==> src/rtl/msgbuf_irq_pkg.sv <==
// Shared constants for the message buffer interrupt aggregator.
// Assumes a 16-bit register port and at most 16 buffers.
package msgbuf_irq_pkg;
    localparam int REG_W      = 16;
    localparam int N_LINES    = 8;
    localparam int N_EXT_SRC  = 6;
    localparam int RX_SUM_BIT = 9;
    localparam int TX_SUM_BIT = 8;

    typedef enum logic [1:0] {
        SEL_GLOBAL = 2'd0,
        SEL_FLAG   = 2'd1,
        SEL_ENABLE = 2'd2,
        SEL_DIR    = 2'd3
    } reg_sel_e;

    localparam int LINE_TX = 0;
    localparam int LINE_RX = 1;
endpackage

==> src/rtl/msgbuf_flag_bank.sv <==
// Per-buffer flag, enable and direction storage.
// Assumes: evt is a one-cycle pulse per buffer; clr_mask is only valid
// with clr_we. A set event beats a clear at the same edge.
module msgbuf_flag_bank #(
    parameter int NUM_BUF = 8
) (
    input  logic               clk,
    input  logic               rst_n,
    input  logic [NUM_BUF-1:0] evt,
    input  logic               clr_we,
    input  logic [NUM_BUF-1:0] clr_mask,
    input  logic               en_we,
    input  logic [NUM_BUF-1:0] en_wdata,
    input  logic               dir_we,
    input  logic [NUM_BUF-1:0] dir_wdata,
    output logic [NUM_BUF-1:0] flag_q,
    output logic [NUM_BUF-1:0] en_q,
    output logic [NUM_BUF-1:0] dir_q
);
    for (genvar b = 0; b < NUM_BUF; b++) begin : g_buf
        logic clr_b;
        assign clr_b = clr_we & clr_mask[b];

        // Flag: set by event, write-one clear, set has priority.
        always_ff @(posedge clk) begin
            if (!rst_n)        flag_q[b] <= 1'b0;
            else if (evt[b])   flag_q[b] <= 1'b1;
            else if (clr_b)    flag_q[b] <= 1'b0;
        end

        // Enable and direction: plain read/write bits.
        always_ff @(posedge clk) begin
            if (!rst_n) begin
                en_q[b]  <= 1'b0;
                dir_q[b] <= 1'b0;
            end else begin
                if (en_we)  en_q[b]  <= en_wdata[b];
                if (dir_we) dir_q[b] <= dir_wdata[b];
            end
        end
    end
endmodule

==> src/rtl/msgbuf_summary.sv <==
// Live receive/transmit summary derivation from per-buffer state.
// Assumes direction 0 = receive, 1 = transmit. Purely combinational.
module msgbuf_summary #(
    parameter int NUM_BUF = 8
) (
    input  logic [NUM_BUF-1:0] flag,
    input  logic [NUM_BUF-1:0] en,
    input  logic [NUM_BUF-1:0] dir,
    output logic               rx_sum,
    output logic               tx_sum
);
    logic [NUM_BUF-1:0] active;

    // Reduce active pairs into the two direction classes.
    always_comb begin
        active = flag & en;
        rx_sum = |(active & ~dir);
        tx_sum = |(active & dir);
    end
endmodule

==> src/rtl/msgbuf_line_gate.sv <==
// Global enable register and per-line gating of the eight interrupt lines.
// Assumes src is level-valid every cycle; outputs are combinational.
module msgbuf_line_gate
    import msgbuf_irq_pkg::*;
(
    input  logic               clk,
    input  logic               rst_n,
    input  logic               gen_we,
    input  logic [N_LINES-1:0] gen_wdata,
    input  logic [N_LINES-1:0] src,
    output logic [N_LINES-1:0] gen_q,
    output logic [N_LINES-1:0] irq_lines
);
    // Global enable register.
    always_ff @(posedge clk) begin
        if (!rst_n)      gen_q <= '0;
        else if (gen_we) gen_q <= gen_wdata;
    end

    // Gate each source with its enable.
    for (genvar i = 0; i < N_LINES; i++) begin : g_line
        assign irq_lines[i] = src[i] & gen_q[i];
    end
endmodule

==> src/rtl/msgbuf_irq_agg.sv <==
// Top: register decode, per-buffer bank, summaries and line gating.
// Assumes 1 <= NUM_BUF <= 16; reads are combinational, writes at the edge.
module msgbuf_irq_agg
    import msgbuf_irq_pkg::*;
#(
    parameter int NUM_BUF = 8
) (
    input  logic               clk,
    input  logic               rst_n,
    input  logic               reg_wr,
    input  logic [1:0]         reg_addr,
    input  logic [REG_W-1:0]   reg_wdata,
    output logic [REG_W-1:0]   reg_rdata,
    input  logic [NUM_BUF-1:0] buf_evt,
    input  logic [N_EXT_SRC-1:0] src_flags,
    output logic [N_LINES-1:0] irq_lines
);
    reg_sel_e           sel;
    logic               we_glb, we_flag, we_en, we_dir;
    logic [NUM_BUF-1:0] buf_flag, buf_en, buf_dir;
    logic               rx_sum, tx_sum;
    logic [N_LINES-1:0] glb_en, line_src;
    logic               unused_wdata_hi;

    assign sel             = reg_sel_e'(reg_addr);
    assign unused_wdata_hi = ^reg_wdata[REG_W-1:N_LINES];

    // Decode write strobes per register.
    always_comb begin
        we_glb  = reg_wr && (sel == SEL_GLOBAL);
        we_flag = reg_wr && (sel == SEL_FLAG);
        we_en   = reg_wr && (sel == SEL_ENABLE);
        we_dir  = reg_wr && (sel == SEL_DIR);
    end

    msgbuf_flag_bank #(.NUM_BUF(NUM_BUF)) u_bank (
        .clk       (clk),
        .rst_n     (rst_n),
        .evt       (buf_evt),
        .clr_we    (we_flag),
        .clr_mask  (reg_wdata[NUM_BUF-1:0]),
        .en_we     (we_en),
        .en_wdata  (reg_wdata[NUM_BUF-1:0]),
        .dir_we    (we_dir),
        .dir_wdata (reg_wdata[NUM_BUF-1:0]),
        .flag_q    (buf_flag),
        .en_q      (buf_en),
        .dir_q     (buf_dir)
    );

    msgbuf_summary #(.NUM_BUF(NUM_BUF)) u_sum (
        .flag   (buf_flag),
        .en     (buf_en),
        .dir    (buf_dir),
        .rx_sum (rx_sum),
        .tx_sum (tx_sum)
    );

    // Line sources: external levels on top, summaries at bits 1 and 0.
    always_comb begin
        line_src          = '0;
        line_src[N_LINES-1:2] = src_flags;
        line_src[LINE_RX] = rx_sum;
        line_src[LINE_TX] = tx_sum;
    end

    msgbuf_line_gate u_gate (
        .clk       (clk),
        .rst_n     (rst_n),
        .gen_we    (we_glb),
        .gen_wdata (reg_wdata[N_LINES-1:0]),
        .src       (line_src),
        .gen_q     (glb_en),
        .irq_lines (irq_lines)
    );

    // Read multiplexer.
    always_comb begin
        reg_rdata = '0;
        unique case (sel)
            SEL_GLOBAL: begin
                reg_rdata[N_LINES-1:0] = glb_en;
                reg_rdata[RX_SUM_BIT]  = rx_sum;
                reg_rdata[TX_SUM_BIT]  = tx_sum;
            end
            SEL_FLAG:   reg_rdata[NUM_BUF-1:0] = buf_flag;
            SEL_ENABLE: reg_rdata[NUM_BUF-1:0] = buf_en;
            SEL_DIR:    reg_rdata[NUM_BUF-1:0] = buf_dir;
            default:    reg_rdata = '0;
        endcase
    end
endmodule

==> config.mk <==
export PLATFORM = sky130hd
export DESIGN_NAME = msgbuf_irq_agg
export DESIGN_NICKNAME = d
export VERILOG_FILES = /design/src/rtl/msgbuf_irq_pkg.sv /design/src/rtl/msgbuf_flag_bank.sv /design/src/rtl/msgbuf_summary.sv /design/src/rtl/msgbuf_line_gate.sv /design/src/rtl/msgbuf_irq_agg.sv
export SDC_FILE = /design/constraint.sdc
export NUM_CORES = 1
export LEC_CHECK = 0
export BUFFER_PORTS_ARGS = -buffer_cell sky130_fd_sc_hd__clkbuf_2
export CORE_UTILIZATION = 30
export CTS_CLUSTER_SIZE = 8
export DETAILED_ROUTE_END_ITERATION = 16
export GPL_ROUTABILITY_DRIVEN = 0
export PLACE_DENSITY = 0.62
export SETUP_SLACK_MARGIN = 0.05
export SLEW_MARGIN = 20
export SYNTH_ARGS = -nofsm -noshare
export SYNTH_HDL_FRONTEND = slang
export SYNTH_SLANG_ARGS = --single-unit
==> constraint.sdc <==
create_clock -name clk -period 1.73 [get_ports clk]
set_input_delay 0.2595 -clock clk [delete_from_list [all_inputs] [get_ports clk]]
set_output_delay 0.2595 -clock clk [all_outputs]
set_load 0.05 [all_outputs]
==> impl_results.html, run 1 <==
<table>
<tr><th>Metric</th><th>Value</th></tr>
<tr><th colspan="2">Worst setup path</th></tr>
<tr><td>Required time of the worst setup path</td><td>1.47 ns</td></tr>
<tr><td>Cell family with the largest share of critical-path delay</td><td>compound AO/OA/AOI/OAI gates</td></tr>
<tr><td>Class of the most critical setup path</td><td>reg2out</td></tr>
<tr><td>Largest stage delay on the critical path</td><td>about 0.47 ns</td></tr>
<tr><td>Worst Setup Start Kind</td><td>flip-flop</td></tr>
<tr><td>Setup slack of the most critical reg-to-reg path</td><td>1.00 ns</td></tr>
<tr><td>Biggest fanout along the worst timing path</td><td>4</td></tr>
<tr><td>Crit path buf inv count</td><td>1</td></tr>
<tr><td>Critical path arrival</td><td>1.42 ns</td></tr>
<tr><td>Cell breakdown of the critical path</td><td>nand2_2 -&gt; o22ai_2 -&gt; o41a_1 -&gt; buf_8</td></tr>
<tr><td>Kind of capture point of the worst setup path</td><td>output port</td></tr>
<tr><td>CP max-delay cell</td><td>o41a_1</td></tr>
<tr><th colspan="2">Clock tree</th></tr>
<tr><td>Post-CTS clock slew at the launch and capture registers of the worst setup and hold paths</td><td>0.06 ns</td></tr>
<tr><td>Clock Sink Count</td><td>32</td></tr>
<tr><td>Maximum buffer depth of the clock tree</td><td>2</td></tr>
<tr><td>Post-CTS setup buffers</td><td>0</td></tr>
<tr><td>Clk_lat worst skew</td><td>0.28 ns</td></tr>
<tr><td>TritonCTS clock tree</td><td>built</td></tr>
<tr><td>H-Tree Level Count</td><td>2</td></tr>
<tr><td>Clock root buffer master</td><td>clkbuf_8</td></tr>
<tr><td>Number of clock buffers inserted by TritonCTS</td><td>5</td></tr>
<tr><th colspan="2">Floorplanning</th></tr>
<tr><td>Number of ports placed on the die boundary</td><td>59</td></tr>
<tr><td>Initial standard-cell utilization of the core</td><td>around a third</td></tr>
<tr><td>Num rows</td><td>26</td></tr>
<tr><td>Die width</td><td>77.0 um</td></tr>
<tr><td>Standard cell core area</td><td>5270 sq um</td></tr>
<tr><td>Die outline area</td><td>approximately 6000 sq um</td></tr>
<tr><td>Floorplan die height</td><td>77.0 um</td></tr>
<tr><th colspan="2">Run status</th></tr>
<tr><td>Outcome</td><td>complete, no violations</td></tr>
<tr><th colspan="2">Timing</th></tr>
<tr><td>Highest attainable clock frequency</td><td>slightly below 0.6 GHz</td></tr>
<tr><td>Ratio of final minimum period to clock period</td><td>a little over nine tenths</td></tr>
<tr><td>Min setup slack post-route</td><td>0.0515 ns</td></tr>
<tr><td>Slew headroom</td><td>between 60% and 70%</td></tr>
<tr><td>Clock period minus final worst setup slack</td><td>around 1.7 ns</td></tr>
<tr><td>Number of max-slew violations in the final report</td><td>0</td></tr>
<tr><td>Number of failing hold endpoints at the final stage</td><td>0</td></tr>
<tr><td>Clock tree skew after final layout</td><td>0 ns</td></tr>
<tr><td>Setup TNS</td><td>0 ns</td></tr>
<tr><td>Final setup viols</td><td>0</td></tr>
<tr><td>Unrepaired setup endpoints after global routing</td><td>yes</td></tr>
<tr><td>Pin slew with the least headroom to its limit</td><td>between 0.5 and 0.6 ns</td></tr>
<tr><td>Final hold slack</td><td>0.180 ns</td></tr>
<tr><th colspan="2">Cells and area</th></tr>
<tr><td>Most common cell after layout, fill and taps aside</td><td>clkbuf_2</td></tr>
<tr><td>Highest-count cells in the layout ignoring fill and taps</td><td>clkbuf_2 (38), mux2i_1 (24), nor2b_1 (24)</td></tr>
<tr><td>Total non-filler cell area in the finished layout</td><td>approximately 2100 sq um</td></tr>
<tr><td>Synthesis-to-finish area growth</td><td>27.2%</td></tr>
<tr><td>Final standard cell count with taps included and fillers excluded</td><td>276</td></tr>
<tr><td>Net count, final</td><td>between 200 and 250</td></tr>
<tr><td># diodes</td><td>0</td></tr>
<tr><td>Fraction of final layout cells with drive strength greater than 1</td><td>45.1%</td></tr>
<tr><td>Utilization of the core after routing</td><td>40.8%</td></tr>
<tr><th colspan="2">Flow run</th></tr>
<tr><td>Number of max-cap violations</td><td>0</td></tr>
<tr><th colspan="2">Synth</th></tr>
<tr><td>Count of distinct cell types in the synthesized netlist</td><td>23</td></tr>
<tr><td>Synthesized area</td><td>1690 sq um</td></tr>
<tr><td>Count of warnings emitted by yosys</td><td>0</td></tr>
<tr><td>Average cell area after synthesis</td><td>10.8 sq um</td></tr>
<tr><td>Gate Count Post-Synth</td><td>approximately 160</td></tr>
<tr><td>Synthesized flop and latch total</td><td>32</td></tr>
<tr><td>Part of the Yosys area used for sequential elements</td><td>37.9%</td></tr>
<tr><th colspan="2">GRT</th></tr>
<tr><td>Via count of the first global-routing pass</td><td>1273</td></tr>
<tr><td>Maximum number of pins on one net before global-route repair</td><td>33</td></tr>
<tr><td>Number of antenna violations at the first check in global routing</td><td>0</td></tr>
<tr><td>Overall track demand over capacity in global routing</td><td>between 10% and 20%</td></tr>
<tr><td>Wire length of the first global-routing pass</td><td>6230 um</td></tr>
<tr><td>Total congestion overflow after global routing</td><td>0</td></tr>
<tr><th colspan="2">Route</th></tr>
<tr><td>Detailed-router iteration count before antenna repair</td><td>4</td></tr>
<tr><td>Post-DRT Antenna Nets</td><td>0</td></tr>
<tr><td>Drt first-iter violations</td><td>72</td></tr>
<tr><td>Wire per inst</td><td>14.1 um</td></tr>
<tr><td>Post-Route WL</td><td>3900 um</td></tr>
<tr><td>Via/cell ratio</td><td>roughly 4.8</td></tr>
<tr><td>Routed vias</td><td>1319</td></tr>
<tr><td>Number of remaining DRC errors</td><td>0</td></tr>
<tr><th colspan="2">Power and ir drop</th></tr>
<tr><td>Leakage</td><td>0.937 nW</td></tr>
<tr><td>Power density cells</td><td>between 700 and 800 nW/um^2</td></tr>
<tr><td>Worst IR Drop VDD</td><td>0.346 mV</td></tr>
<tr><td>Power after layout</td><td>~1.7 mW</td></tr>
<tr><th colspan="2">Placed design</th></tr>
<tr><td>Cell Area, Placed</td><td>1960 sq um</td></tr>
<tr><td>I/O Buffers</td><td>44</td></tr>
<tr><td>DP Cell Count</td><td>268</td></tr>
<tr><td>DP Worst Slack</td><td>0.0766 ns</td></tr>
<tr><td>Total half-perimeter wirelength after legalization and detailed placement</td><td>2870 um</td></tr>
<tr><th colspan="2">Min path</th></tr>
<tr><td>Min-Delay Path Class</td><td>in2reg</td></tr>
</table>
-- path summary, 6_finish.rpt --
kind	endpoint	cells after the start	startpoint
worst max register to register	u_bank.flag_q[1]	2	u_bank.flag_q[1]
worst max-delay path	irq_lines[1]	4	u_bank.en_q[4]
worst min-delay path	u_bank.flag_q[6]	2	buf_evt[6]
worst min register to register	u_gate.gen_q[2]	2	u_gate.gen_q[2]
-- area by class of cell --
type	count	area [sq um]
timing repair buffer	51	313
tap	70	87.6
clock buffer	8	90.1
fill	530	3120
multi-input combinational	115	992
sequential	32	666
-- cell families after synthesis --
family                 synth area share (%)
DFF                                    37.9
other                                 0.222
buffers and inverters                  6.44
muxes                                  25.3
and+or+nand+nor                        19.3
AOI/OAI and AO/OA                      10.8
-- cells in the mapped netlist, drive strengths merged --
cell | instances | area [sq um]
dfxtp | 32 | 641
mux2i | 24 | 240
nor2b | 24 | 150
buf | 11 | 97.6
a21boi | 10 | 75.1
nand3 | 9 | 57.6
mux4 | 8 | 188
nand2 | 8 | 30.0
o21a | 8 | 60.1
and2 | 6 | 37.5
o22ai | 4 | 25.0
clkbuf | 3 | 11.3
and4 | 2 | 17.5
o41a | 2 | 22.5
and3b | 1 | 8.76
conb | 1 | 3.75
nand3b | 1 | 7.51
nor2 | 1 | 3.75
nor3b | 1 | 12.5
-- per-layer routing --
metal / up-vias / GRT usage, % / wire, um
li1: 648 / - / -
met1: 622 / 17.9 / 1800
met2: 44 / 21.1 / 1800
met3: 5 / 5.24 / 232
met4: 0 / 5.09 / 62
met5: - / 0 / 0
-- report_power, final --
group          switching (mW)  internal, mW
Combinational           0.174         0.118
Sequential             0.0306         0.774
Clock                   0.268         0.324
-- what timing repair did --
action,CTS,global route
pin swaps,3,3
gates resized for setup,20,24
hold buffers,0,0
gates cloned,0,0
setup endpoints to repair,4,6
-- flip-flops by register name (all words and copies together) (netlist names) --
signal	cells
u_bank.dir_q	8
u_bank.en_q	8
u_bank.flag_q	8
u_gate.gen_q	8
Note: power is estimated with default switching activity, not from simulation.
==> run 2, diff against run 1 <==
- clock period: 1.73 -> 1.6 ns (I/O delays scaled with it)
==> impl_results.html, run 2 (same netlist as run 1, synthesis figures left out) <==
<table>
<tr><th>Metric</th><th>Value</th></tr>
<tr><th colspan="2">Route</th></tr>
<tr><td>Wire per inst</td><td>14.4 um (+1.8%)</td></tr>
<tr><td>Routed vias</td><td>1346 (+2.0%)</td></tr>
<tr><td>Drt first-iter violations</td><td>42 (-42%)</td></tr>
<tr><td>Post-Route WL</td><td>4070 um (+4.4%)</td></tr>
<tr><td>Via/cell ratio</td><td>4.76 (-0.48%)</td></tr>
<tr><td>Post-DRT Antenna Nets</td><td>0 (unchanged)</td></tr>
<tr><td>Number of remaining DRC errors</td><td>0 (unchanged)</td></tr>
<tr><td>Detailed-router iteration count before antenna repair</td><td>4 (unchanged)</td></tr>
<tr><th colspan="2">Cells and area</th></tr>
<tr><td># diodes</td><td>0 (unchanged)</td></tr>
<tr><td>Utilization of the core after routing</td><td>44.7% (+3.9 points)</td></tr>
<tr><td>Fraction of final layout cells with drive strength greater than 1</td><td>54.0% (+8.8 points)</td></tr>
<tr><td>Most common cell after layout, fill and taps aside</td><td>clkbuf_2</td></tr>
<tr><td>Total non-filler cell area in the finished layout</td><td>2350 sq um (+9.6%)</td></tr>
<tr><td>Highest-count cells in the layout ignoring fill and taps</td><td>clkbuf_2 (32), mux2i_1 (24), nor2b_1 (24)</td></tr>
<tr><td>Synthesis-to-finish area growth</td><td>39.3%</td></tr>
<tr><td>Net count, final</td><td>247 (+2.9%)</td></tr>
<tr><th colspan="2">GRT</th></tr>
<tr><td>Overall track demand over capacity in global routing</td><td>14.4% (+0.49 points)</td></tr>
<tr><td>Via count of the first global-routing pass</td><td>1314 (+3.2%)</td></tr>
<tr><td>Total congestion overflow after global routing</td><td>0 (unchanged)</td></tr>
<tr><td>Maximum number of pins on one net before global-route repair</td><td>33 (unchanged)</td></tr>
<tr><td>Wire length of the first global-routing pass</td><td>6520 um (+4.7%)</td></tr>
<tr><td>Number of antenna violations at the first check in global routing</td><td>0 (unchanged)</td></tr>
<tr><th colspan="2">Placed design</th></tr>
<tr><td>Cell Area, Placed</td><td>1990 sq um (+1.4%)</td></tr>
<tr><td>I/O Buffers</td><td>44 (unchanged)</td></tr>
<tr><td>Total half-perimeter wirelength after legalization and detailed placement</td><td>2890 um (+0.77%)</td></tr>
<tr><th colspan="2">Worst setup path</th></tr>
<tr><td>Class of the most critical setup path</td><td>reg2out</td></tr>
<tr><td>Critical path arrival</td><td>1.42 ns (about the same)</td></tr>
<tr><td>Reg-to-reg startpoint</td><td>u_bank.flag_q[7]</td></tr>
<tr><td>Required time of the worst setup path</td><td>1.36 ns (-0.11 ns)</td></tr>
<tr><td>Worst Setup Start Kind</td><td>flip-flop</td></tr>
<tr><td>Worst setup startpoint</td><td>u_bank.flag_q[6]</td></tr>
<tr><td>Kind of capture point of the worst setup path</td><td>output port</td></tr>
<tr><td>Biggest fanout along the worst timing path</td><td>4 (unchanged)</td></tr>
<tr><th colspan="2">Clock tree</th></tr>
<tr><td>TritonCTS clock tree</td><td>built</td></tr>
<tr><td>Clk_lat worst skew</td><td>0.28 ns (about the same)</td></tr>
<tr><td>Maximum buffer depth of the clock tree</td><td>2 (unchanged)</td></tr>
<tr><td>Post-CTS clock slew at the launch and capture registers of the worst setup and hold paths</td><td>0.07 ns (about the same)</td></tr>
<tr><td>Clock root buffer master</td><td>clkbuf_8</td></tr>
<tr><td>Clock Sink Count</td><td>32 (unchanged)</td></tr>
<tr><td>H-Tree Level Count</td><td>2 (unchanged)</td></tr>
<tr><td>Number of clock buffers inserted by TritonCTS</td><td>5 (unchanged)</td></tr>
<tr><td>Hold buffer count at cts</td><td>0 (unchanged)</td></tr>
<tr><th colspan="2">Floorplanning</th></tr>
<tr><td>Floorplan die height</td><td>77.0 um (unchanged)</td></tr>
<tr><td>Number of ports placed on the die boundary</td><td>59 (unchanged)</td></tr>
<tr><td>Die outline area</td><td>5930 sq um (unchanged)</td></tr>
<tr><td>Initial standard-cell utilization of the core</td><td>32.1% (unchanged)</td></tr>
<tr><td>Standard cell core area</td><td>5270 sq um (unchanged)</td></tr>
<tr><td>Die width</td><td>77.0 um (unchanged)</td></tr>
<tr><td>Num rows</td><td>26 (unchanged)</td></tr>
<tr><th colspan="2">Run status</th></tr>
<tr><td>Violations in the final reports</td><td>setup timing</td></tr>
<tr><td>Outcome</td><td>finished, violations left</td></tr>
<tr><th colspan="2">Power and ir drop</th></tr>
<tr><td>Relative contribution of combinational cells to total power</td><td>19.5% (+2.2 points)</td></tr>
<tr><td>Switching power</td><td>0.537 mW (+14%)</td></tr>
<tr><td>Internal power component</td><td>1.34 mW (+11%)</td></tr>
<tr><td>Power density cells</td><td>800 nW/um^2 (+1.7%)</td></tr>
<tr><td>Share of power burned in registers</td><td>46.2% (-1.5 points)</td></tr>
<tr><td>Switching Share</td><td>28.5% (+0.57 points)</td></tr>
<tr><td>Worst IR Drop VDD</td><td>0.424 mV (+23%)</td></tr>
<tr><td>Leakage</td><td>1.01 nW (+7.9%)</td></tr>
<tr><td>Relative contribution of the clock network to total power</td><td>34.2% (-0.8 points)</td></tr>
<tr><td>Power after layout</td><td>1.88 mW (+11%)</td></tr>
<tr><th colspan="2">Timing</th></tr>
<tr><td>Highest attainable clock frequency</td><td>0.603 GHz</td></tr>
<tr><td>Setup TNS</td><td>-0.131 ns (-0.131 ns)</td></tr>
<tr><td>Pin slew with the least headroom to its limit</td><td>0.549 ns (+0.0103 ns)</td></tr>
<tr><td>Final setup viols</td><td>3 (+3)</td></tr>
<tr><td>Number of failing hold endpoints at the final stage</td><td>0 (unchanged)</td></tr>
<tr><td>Ratio of final minimum period to clock period</td><td>104%</td></tr>
<tr><td>Clock tree skew after final layout</td><td>0 ns (unchanged)</td></tr>
<tr><td>Unrepaired setup endpoints after global routing</td><td>yes</td></tr>
<tr><td>Number of max-slew violations in the final report</td><td>0 (unchanged)</td></tr>
<tr><td>Min setup slack post-route</td><td>-0.0580 ns (-0.110 ns)</td></tr>
<tr><td>Slew headroom</td><td>63.4% (-0.68 points)</td></tr>
<tr><td>Clock period minus final worst setup slack</td><td>roughly 1.7 ns</td></tr>
<tr><th colspan="2">Min path</th></tr>
<tr><td>Min-Delay Path Class</td><td>in2reg</td></tr>
<tr><td>Hold path startpoint</td><td>buf_evt[2]</td></tr>
<tr><th colspan="2">Flow run</th></tr>
<tr><td>Number of max-cap violations</td><td>0 (unchanged)</td></tr>
</table>
run 2: cell types whose count changed in the layout (fill, tap and decap cells not counted), moves of 3 or more:
cell,before,now
dfxtp_1,12,8
dfxtp_4,0,6
clkbuf_2,38,32
buf_6,0,3
buf_4,7,11
buf_8,4,11
run 2: through the flow:
step                cells  hold WS (ns)  setup slack [ns]
finish                283         0.163           -0.0580
floorplan             161         0.364           -0.0192
detailed placement    270         0.453            0.0595
global placement      270         0.451            0.0563
CTS                   278         0.158           -0.0646
global route          283         0.163            -0.103
run 2: critical path: stages, from the launching register on:
cell     delay (ns)
dfxtp_2        0.34
nand2_2        0.07
o22ai_2        0.08
o41a_1         0.47
buf_8          0.17
run 2: power groups by stage:
| stage | Clock [mW] | Combinational (mW) | Sequential (mW) |
|---|---|---|---|
| 5_1_grt | 0.707 | 0.393 | 0.875 |
| 3_5_place_dp | 0 | 0.321 | 0.883 |
| 3_3_place_gp | 0 | 0.318 | 0.880 |
| 2_1_floorplan | 0 | 0.244 | 0.871 |
| 4_1_cts | 0.663 | 0.345 | 0.870 |
| 6_report | 0.644 | 0.368 | 0.870 |
run 2: per-layer routing:
layer | wire length (um) | track usage (%) | vias up
met5 | 0 | 0 | -
met4 | 63 | 5.66 | 0
met3 | 223 | 3.69 | 6
met2 | 1890 | 23.0 | 42
met1 | 1890 | 18.4 | 634
li1 | - | - | 664
run 2: final timing paths:
kind	endpoint	slack, ns	cells past startpoint
setup / recovery	irq_lines[1]	-0.06	4
setup reg to reg	u_bank.flag_q[7]	0.65	4
hold reg to reg	u_gate.gen_q[2]	0.54	2
hold / removal	u_bank.flag_q[2]	0.16	2
run 2: timing repair:
item,CTS,global route
pin swaps,7,10
endpoints found under the hold margin,0,0
resized for setup,51,36
setup endpoints to repair,12,12
setup buffers,0,5
run 2: cell type report:
cell class / instances / area (sq um)
Multi-Input combinational cell: 115 / 1030
Clock buffer: 6 / 82.6
Timing Repair Buffer: 58 / 462
Sequential cell: 32 / 686
Clock inverter: 2 / 10.0
Tap cell: 70 / 87.6
Fill cell: 524 / 2920
